**src/rtl/vlink_pkg.sv**
```systemverilog
package vlink_pkg;

    localparam int unsigned LANE_W = 8;
    localparam int unsigned WORD_W = 2 * LANE_W;

    typedef enum logic [2:0] {
        ST_IDLE,
        ST_FRAME,
        ST_PAD,
        ST_CLOSE,
        ST_HOLD,
        ST_GAP
    } seq_state_e;

    typedef struct packed {
        logic store;
        logic pair;
        logic pad_in;
        logic pad_held;
    } tap_cmd_t;

    typedef struct packed {
        logic [LANE_W-1:0] hi;
        logic [LANE_W-1:0] lo;
    } tap_word_t;

    function automatic tap_word_t join_taps(input logic [LANE_W-1:0] lo,
                                            input logic [LANE_W-1:0] hi);
        tap_word_t w;
        w.lo = lo;
        w.hi = hi;
        return w;
    endfunction

endpackage

```
**src/rtl/vlink_pair.sv**
```systemverilog
module vlink_pair
    import vlink_pkg::*;
(
    input  logic              clk,
    input  logic              rst,
    input  logic [LANE_W-1:0] byte_in,
    input  tap_cmd_t          cmd,
    output logic              half,
    output tap_word_t         word_q,
    output logic              word_vld,
    output logic              word_pad
);

    localparam logic [LANE_W-1:0] PAD_BYTE = '0;

    logic [LANE_W-1:0] held_q;

    always_ff @(posedge clk) begin
        if (rst) begin
            held_q   <= '0;
            half     <= 1'b0;
            word_q   <= '0;
            word_vld <= 1'b0;
            word_pad <= 1'b0;
        end else begin
            word_vld <= 1'b0;
            word_pad <= 1'b0;
            if (cmd.store) begin
                held_q <= byte_in;
                half   <= 1'b1;
            end else if (cmd.pair) begin
                word_q   <= join_taps(held_q, byte_in);
                word_vld <= 1'b1;
                half     <= 1'b0;
            end else if (cmd.pad_in) begin
                word_q   <= join_taps(byte_in, PAD_BYTE);
                word_vld <= 1'b1;
                word_pad <= 1'b1;
                half     <= 1'b0;
            end else if (cmd.pad_held) begin
                word_q   <= join_taps(held_q, PAD_BYTE);
                word_vld <= 1'b1;
                word_pad <= 1'b1;
                half     <= 1'b0;
            end
        end
    end

endmodule

```
**src/rtl/vlink_seq.sv**
```systemverilog
module vlink_seq
    import vlink_pkg::*;
#(
    parameter int unsigned GAP_CLKS = 2
) (
    input  logic     clk,
    input  logic     rst,
    input  logic     s_valid,
    input  logic     s_last,
    input  logic     half,
    output logic     s_ready,
    output logic     frame_q,
    output tap_cmd_t cmd
);

    localparam int unsigned GAP_CW = (GAP_CLKS < 2) ? 1 : $clog2(GAP_CLKS + 1);
    localparam logic [GAP_CW-1:0] GAP_LOAD = GAP_CW'(GAP_CLKS - 1);

    seq_state_e        state_q, state_d;
    logic [GAP_CW-1:0] gap_q;
    logic              take;

    assign take = s_valid && s_ready;

    always_comb begin
        state_d = state_q;
        s_ready = 1'b0;
        cmd     = '0;
        unique case (state_q)
            ST_IDLE: begin
                s_ready = 1'b1;
                if (take) begin
                    cmd.store = 1'b1;
                    state_d   = s_last ? ST_PAD : ST_FRAME;
                end
            end
            ST_FRAME: begin
                s_ready = 1'b1;
                if (take) begin
                    if (half)        cmd.pair   = 1'b1;
                    else if (s_last) cmd.pad_in = 1'b1;
                    else             cmd.store  = 1'b1;
                    if (s_last) state_d = ST_CLOSE;
                end
            end
            ST_PAD: begin
                cmd.pad_held = 1'b1;
                state_d      = ST_CLOSE;
            end
            ST_CLOSE: state_d = ST_HOLD;
            ST_HOLD:  state_d = ST_GAP;
            ST_GAP: begin
                if (gap_q == '0) state_d = ST_IDLE;
            end
            default: state_d = ST_IDLE;
        endcase
    end

    always_ff @(posedge clk) begin
        if (rst) begin
            state_q <= ST_IDLE;
            frame_q <= 1'b0;
            gap_q   <= '0;
        end else begin
            state_q <= state_d;
            if (state_q == ST_IDLE && take) frame_q <= 1'b1;
            else if (state_q == ST_HOLD)    frame_q <= 1'b0;
            if (state_q == ST_HOLD)                     gap_q <= GAP_LOAD;
            else if (state_q == ST_GAP && gap_q != '0)  gap_q <= gap_q - 1'b1;
        end
    end

endmodule

```
**src/rtl/vlink_tx.sv**
```systemverilog
module vlink_tx
    import vlink_pkg::*;
#(
    parameter int unsigned GAP_CLKS = 2
) (
    input  logic              clk,
    input  logic              rst,
    input  logic              s_valid,
    output logic              s_ready,
    input  logic [LANE_W-1:0] s_data,
    input  logic              s_last,
    output logic              fval,
    output logic              lval,
    output logic              dval,
    output logic [WORD_W-1:0] pix,
    output logic              odd_tail
);

    tap_cmd_t  cmd;
    tap_word_t word;
    logic      half;
    logic      frame;

    vlink_seq #(.GAP_CLKS(GAP_CLKS)) u_seq (
        .clk     (clk),
        .rst     (rst),
        .s_valid (s_valid),
        .s_last  (s_last),
        .half    (half),
        .s_ready (s_ready),
        .frame_q (frame),
        .cmd     (cmd)
    );

    vlink_pair u_pair (
        .clk      (clk),
        .rst      (rst),
        .byte_in  (s_data),
        .cmd      (cmd),
        .half     (half),
        .word_q   (word),
        .word_vld (dval),
        .word_pad (odd_tail)
    );

    assign fval = frame;
    assign lval = frame;
    assign pix  = word;

endmodule

```
**config.mk**
```make
export PLATFORM = sky130hd
export DESIGN_NAME = vlink_tx
export DESIGN_NICKNAME = d
export VERILOG_FILES = /design/src/rtl/vlink_pkg.sv /design/src/rtl/vlink_pair.sv /design/src/rtl/vlink_seq.sv /design/src/rtl/vlink_tx.sv
export SDC_FILE = /design/constraint.sdc
export NUM_CORES = 1
export LEC_CHECK = 0
export CORE_AREA = 2 2 57 59
export DETAILED_ROUTE_END_ITERATION = 7
export DIE_AREA = 0 0 59 61
export DONT_BUFFER_PORTS = 1
export PLACE_DENSITY_LB_ADDON = 0.08
export SLEW_MARGIN = 5
export SYNTH_ARGS = -nofsm -noshare
export SYNTH_HDL_FRONTEND = slang
export SYNTH_SLANG_ARGS = --single-unit
export TNS_END_PERCENT = 50
```
**constraint.sdc**
```tcl
create_clock -name clk -period 3.6 [get_ports clk]
set_input_delay 0.72 -clock clk [delete_from_list [all_inputs] [get_ports clk]]
set_output_delay 0.72 -clock clk [all_outputs]
set_load 0.1 [all_outputs]
```
-- Word-level counts from Yosys, hierarchy flattened
Cells that the tools add are included.
- reduce and logical (&&, ||, !) cells: 16
- eq/ne operators: 9
- add/sub/neg operators: 1
- muxes and demuxes: 31
- bitwise gates (word level): 1
- operator list (kind ; number):
    16-bit 2-to-1 mux ; 3
    1-bit 2-to-1 mux ; 19
    3-bit case mux with 6 select lines ; 1
    3-bit 2-to-1 mux ; 5
    3-bit by 2-bit == test with 1-bit output, second input constant ; 2
    3-bit == test, second input constant ; 2
    2-bit by 1-bit inequality test with 1-bit output, second input constant ; 3
    2-bit nonzero test ; 3
    2-bit OR reduction ; 3
    2-bit 2-to-1 mux ; 2
    4-bit AND reduction ; 1
    4-bit nonzero test ; 1
    3-bit by 1-bit == test with 1-bit output, second input constant ; 1
    1-bit logical AND ; 3
    3-bit logical NOT ; 1
    3-bit nonzero test ; 1
    3-bit OR reduction ; 1
    2-bit logical NOT ; 1
    2-bit inequality test, second input constant ; 1
    1-bit case mux with 2 select lines ; 1
    2-bit AND reduction ; 1
    2-bit by 1-bit subtractor with 2-bit output, second input constant ; 1
    1-bit inverter ; 1
- register bits: 33
- logic and storage cells: 68
- output and inout bits: 21

-- Longest topological paths before layout
- depth after elaboration: 9
- depth in mapped cells: 5

-- By module
A second synthesis with hierarchy kept.
- cells, all modules: 137
- area, all modules: 1362.6 um^2
- modules (own cells, without submodules) (module ; cells each ; area each (um^2) ; times used ; seq. area each (um^2)):
    vlink_pair ; 92 ; 1016.0 ; 1 ; 540.5
    vlink_seq ; 44 ; 339.1 ; 1 ; 120.1
    vlink_tx ; 1 ; 7.5 ; 1 ; 0.0

-- Worst setup path before layout
OpenSTA, ideal clock, no wires.
- path kind: register -> output
- from: register u_seq.frame_q
- to: output port lval
- data arrival time: 1.374 ns
- buffers on the path: 1
- required time: 2.880 ns
- cell stages (with the launch flop): 2
- setup slack: 1.506 ns
- cells stage by stage: dfxtp_1 -> buf_4
- RTL lines (what ; RTL line ; RTL):
    start, declared ; vlink_seq.sv:12 ; output logic frame_q,
    start signal, assigned ; vlink_seq.sv:62 ; frame_q <= 1'b0;
    start signal, assigned ; vlink_seq.sv:66 ; if (state_q == ST_IDLE && take) frame_q <= 1'b1;
    start signal, assigned ; vlink_seq.sv:67 ; else if (state_q == ST_HOLD) frame_q <= 1'b0;
    end, declared ; vlink_tx.sv:13 ; output logic lval,
No word-level cell between the ends.

-- Worst setup path in the final report
- from: register u_seq.state_q[2]
- to: output port s_ready
- word-level cells in the longest chain between the ends: 3
- elaborated cells between the ends (all ways): 4
- classes of those cells: 1 x eq/ne; 1 x mux; 2 x reduce/logical
- ends and longest elaborated chain (what ; RTL line ; RTL):
    start, declared ; vlink_seq.sv:19 ; seq_state_e state_q, state_d;
    start signal, assigned ; vlink_seq.sv:65 ; state_q <= state_d;
    3-bit by 1-bit == test with 1-bit output or 3-bit logical NOT (tied branches) ; vlink_seq.sv:29 ; unique case (state_q)
    2-bit OR reduction (no source line) * ; n/a ;
    1-bit 2-to-1 mux * ; vlink_seq.sv:29 ;
    end, declared ; vlink_tx.sv:9 ; output logic s_ready,
Every way passes the cells marked *; elsewhere a longest branch is shown, timed or not.

==> flow_results.xml <==
<?xml version="1.0" encoding="UTF-8"?>
<metrics>
  <group name="status">
    <metric name="run_status" unit="">finished clean</metric>
  </group>
  <group name="logic_synthesis">
    <metric name="ys_types" unit="">40</metric>
    <metric name="ys_dominant_reg_cell" unit="">sky130_fd_sc_hd__dfxtp_1</metric>
    <metric name="synth_sequential_area_ratio" unit="%">42.04</metric>
    <metric name="synthArstFlopShare" unit="%">0</metric>
    <metric name="yosysMostFrequentCell" unit="">sky130_fd_sc_hd__dfxtp_1</metric>
    <metric name="syn-cell-area" unit="mm²">0.001572</metric>
    <metric name="synth_top_cell_by_area" unit="">sky130_fd_sc_hd__dfxtp_1</metric>
    <metric name="synth_top_cells_by_area" unit="">sky130_fd_sc_hd__dfxtp_1, sky130_fd_sc_hd__a311oi_1, sky130_fd_sc_hd__nand3_1, sky130_fd_sc_hd__a21oi_1, sky130_fd_sc_hd__a22o_1</metric>
    <metric name="avgSynthCellArea" unit="µm²">9.354</metric>
    <metric name="syn-num-nets" unit="">181</metric>
    <metric name="synth.yosys.warnings" unit="">0</metric>
    <metric name="yosys-top-cells-count" unit="">sky130_fd_sc_hd__dfxtp_1, sky130_fd_sc_hd__nand3_1, sky130_fd_sc_hd__a21oi_1</metric>
    <metric name="synth_enable_flop_cells" unit="">0</metric>
    <metric name="synth.top_cell.area_share" unit="%">42.04</metric>
    <metric name="synthesized_instance_count" unit="">168</metric>
    <metric name="synth_seq_cells" unit="">33</metric>
  </group>
  <group name="worst_setup_path">
    <metric name="worst_setup_path_start_kind" unit="">flip-flop</metric>
    <metric name="critical_path.startpoint" unit="">u_seq.state_q[2]</metric>
    <metric name="worst-endpoint-required" unit="ps">2880</metric>
    <metric name="r2r_cells" unit="">4</metric>
    <metric name="path_class" unit="">reg2out</metric>
    <metric name="critical_path.endpoint_type" unit="">output pin</metric>
    <metric name="timing.reg2reg.setup_slack" unit="ps">1650</metric>
    <metric name="worst_ep_arrival_time" unit="ps">1670</metric>
    <metric name="worstReg2RegEnd" unit="">u_pair.word_q[12]</metric>
    <metric name="worstSetupEndpoint" unit="">s_ready</metric>
    <metric name="critical_path.max_fanout" unit="">16</metric>
    <metric name="worstReg2RegStart" unit="">u_seq.state_q[2]</metric>
  </group>
  <group name="drt">
    <metric name="avgViaCountPerCell" unit="">6.825</metric>
    <metric name="wl_per_cell" unit="µm">18.76</metric>
    <metric name="drt_first_iter_violations" unit="">60</metric>
    <metric name="detail_route.first_pass.iterations" unit="">4</metric>
    <metric name="drc" unit="">0</metric>
    <metric name="detail-route-antenna-nets" unit="">0</metric>
    <metric name="total_via_count_after_detailed_routing" unit="">1324</metric>
    <metric name="postRouteWirelength" unit="mm">3.639</metric>
  </group>
  <group name="sta">
    <metric name="final.hold.worst_slack" unit="ps">424.4</metric>
    <metric name="worst_path_setup_slack_after_routing" unit="ps">1214</metric>
    <metric name="post-route-period-util" unit="%">66.29</metric>
    <metric name="timing.final.crit_period" unit="ps">2386</metric>
    <metric name="final_clock_skew" unit="ps">12.90</metric>
    <metric name="relSlewSlack" unit="%">31.79</metric>
    <metric name="achievable-frequency" unit="GHz">0.4190</metric>
    <metric name="setup_violations" unit="">0</metric>
    <metric name="grt_setup_unrepaired" unit="">no</metric>
    <metric name="slew_viol_final" unit="">0</metric>
    <metric name="final-hold-violation-count" unit="">0</metric>
    <metric name="worstMarginPinSlew" unit="ps">1023</metric>
    <metric name="totalNegativeSetupSlack" unit="ps">0</metric>
  </group>
  <group name="final_layout">
    <metric name="drive_above_1_share" unit="%">11.18</metric>
    <metric name="final-seq-area" unit="µm²">661.9</metric>
    <metric name="syn2layout_area_growth" unit="%">0.7167</metric>
    <metric name="area_of_the_multi_input_gates" unit="µm²">813.3</metric>
    <metric name="diodes" unit="">0</metric>
    <metric name="fin_area" unit="mm²">0.001583</metric>
    <metric name="fillerInstances" unit="">285</metric>
    <metric name="total_nets_final" unit="">173</metric>
  </group>
  <group name="clock_network">
    <metric name="cts_resized" unit="">0</metric>
    <metric name="clock_tree.htree_level_count" unit="">2</metric>
    <metric name="cts_setup_buffers" unit="">0</metric>
    <metric name="cts_root_buf" unit="">sky130_fd_sc_hd__clkbuf_4</metric>
    <metric name="clkSlewWorstSetupHoldPaths" unit="ps">120</metric>
    <metric name="clkLatencyLatePin" unit="ps">350</metric>
    <metric name="clockBufferDepth" unit="">2</metric>
    <metric name="cts_hold_buffers" unit="">0</metric>
    <metric name="cts_tree" unit="">done</metric>
    <metric name="cts_buffers" unit="">5</metric>
    <metric name="cts.sinks" unit="">33</metric>
  </group>
  <group name="placed_design">
    <metric name="pre_cts_slack" unit="ps">1603</metric>
    <metric name="hpwlAfterDp" unit="mm">2.518</metric>
    <metric name="routability_congestion" unit="">0.8165</metric>
    <metric name="placed_standard_cell_area" unit="mm²">0.001528</metric>
    <metric name="portBuffers" unit="">0</metric>
  </group>
  <group name="global_route">
    <metric name="grt_antenna_before_repair" unit="">0</metric>
    <metric name="wire_length_of_the_first_global_routing_pass" unit="mm">5.651</metric>
    <metric name="grt_max_degree" unit="">30</metric>
    <metric name="globalRouteTotalUtil" unit="%">21.59</metric>
    <metric name="globalRoute.totalOverflow" unit="">0</metric>
    <metric name="number_of_global_route_vias_before_repair" unit="">1168</metric>
  </group>
  <group name="pwr">
    <metric name="post-layout-total-power" unit="µW">854.1</metric>
    <metric name="maximum_vdd_drop" unit="mV">0.2802</metric>
    <metric name="power_per_cell_area" unit="mW/mm²">539.6</metric>
    <metric name="p_leak" unit="µW">0.0004905</metric>
  </group>
  <group name="floorplanning">
    <metric name="std_cell_rows" unit="">20</metric>
    <metric name="placeableCoreArea" unit="mm²">0.002953</metric>
    <metric name="io_pins" unit="">33</metric>
    <metric name="die-area" unit="mm²">0.003599</metric>
    <metric name="die_height" unit="µm">61</metric>
    <metric name="floorplan.initialDensity" unit="%">53.22</metric>
    <metric name="die_x" unit="µm">59</metric>
  </group>
  <group name="job">
    <metric name="drv.max_cap_violation_count" unit="">0</metric>
  </group>
  <group name="worst_hold_path">
    <metric name="holdCritPathClass" unit="">in2reg</metric>
  </group>
</metrics>
-- flip-flops by register name (all words and copies together), names as in the netlist --
register         flops
u_pair.word_q       16
u_pair.half          1
u_seq.state_q        3
u_pair.word_pad      1
u_pair.held_q        8
u_seq.frame_q        1
u_seq.gap_q          2
u_pair.word_vld      1
-- worst min path at each step --
stage                                   to  cells after the start  slack (ps)             start
after global routing      u_pair.held_q[0]                      1         390               rst
after global placement    u_pair.held_q[7]                      2         460  u_pair.held_q[7]
final                     u_pair.word_q[6]                      1         420               rst
after detailed placement  u_pair.held_q[6]                      2         460  u_pair.held_q[6]
after floorplan           u_pair.held_q[3]                      2         450  u_pair.held_q[3]
after CTS                 u_pair.held_q[6]                      1         420               rst
-- logic make-up after synthesis --
| kind of cell | after synthesis | share of synthesized area, % |
|---|---|---|
| compound gates | 68 | 30.97 |
| simple gates | 47 | 19.27 |
| flops | 33 | 42.04 |
| buf+inv | 18 | 6.210 |
| mux | 1 | 0.7165 |
| fa+ha+maj | 1 | 0.7961 |
-- per-layer routing --
| metal | global-route usage (%) | routed length (µm) | vias to the layer above | part of all wire [%] |
|---|---|---|---|---|
| met3 | 8.742 | 225 | 8 | 6.2 |
| met1 | 25.36 | 1539 | 632 | 42 |
| met2 | 33.49 | 1821 | 47 | 50 |
| met4 | 12.34 | 53 | 0 | 1.5 |
| li1 | - | - | 637 | - |
| met5 | 0 | 0 | - | 0 |
-- report_power, final --
| part | leakage [µW] | switching (µW) | internal (µW) |
|---|---|---|---|
| registers | 0.000270 | 138 | 390 |
| clock network | 0.0000310 | 134 | 73.6 |
| logic | 0.000190 | 74.9 | 44.1 |
| total | 0.000491 | 346 | 508 |
-- final cells by class --
cell class / instances / area share, %
Tap cell: 33 / 2.609
Inverter: 3 / 0.7115
Multi-Input combinational cell: 117 / 51.38
Clock inverter: 3 / 1.107
Clock buffer: 5 / 2.372
Sequential cell: 33 / 41.82
-- through the flow --
step / instances / utilization, %
floorplan: 168 / -
global placement: 186 / 51.74
detailed placement: 186 / 51.74
CTS: 194 / 53.60
global route: 194 / 53.60
finish: 194 / 53.60
-- critical path, cell delays in order (launching register included) --
cell                      delay (ps)
sky130_fd_sc_hd__dfxtp_1         470
sky130_fd_sc_hd__or2_4           350
sky130_fd_sc_hd__inv_2           490
-- cells in the final DEF (no fill, tap or decap), drive strengths merged, types with 2 or more instances in the layout --
master | netlist | routed
a211oi | 3 | 3
a21o | 2 | 2
a21oi | 17 | 17
a22o | 6 | 6
a311oi | 17 | 17
and2 | 2 | 2
clkbuf | 2 | 5
clkinv | 0 | 2
dfxtp | 33 | 33
inv | 3 | 3
nand2 | 4 | 4
nand2b | 2 | 2
nand3 | 18 | 18
nor2 | 3 | 3
nor2b | 4 | 4
nor3 | 2 | 2
nor3b | 3 | 3
o21ai | 18 | 18
o311ai | 2 | 2
or2 | 2 | 2
or3b | 2 | 2
(Power assumes the default switching activity.)
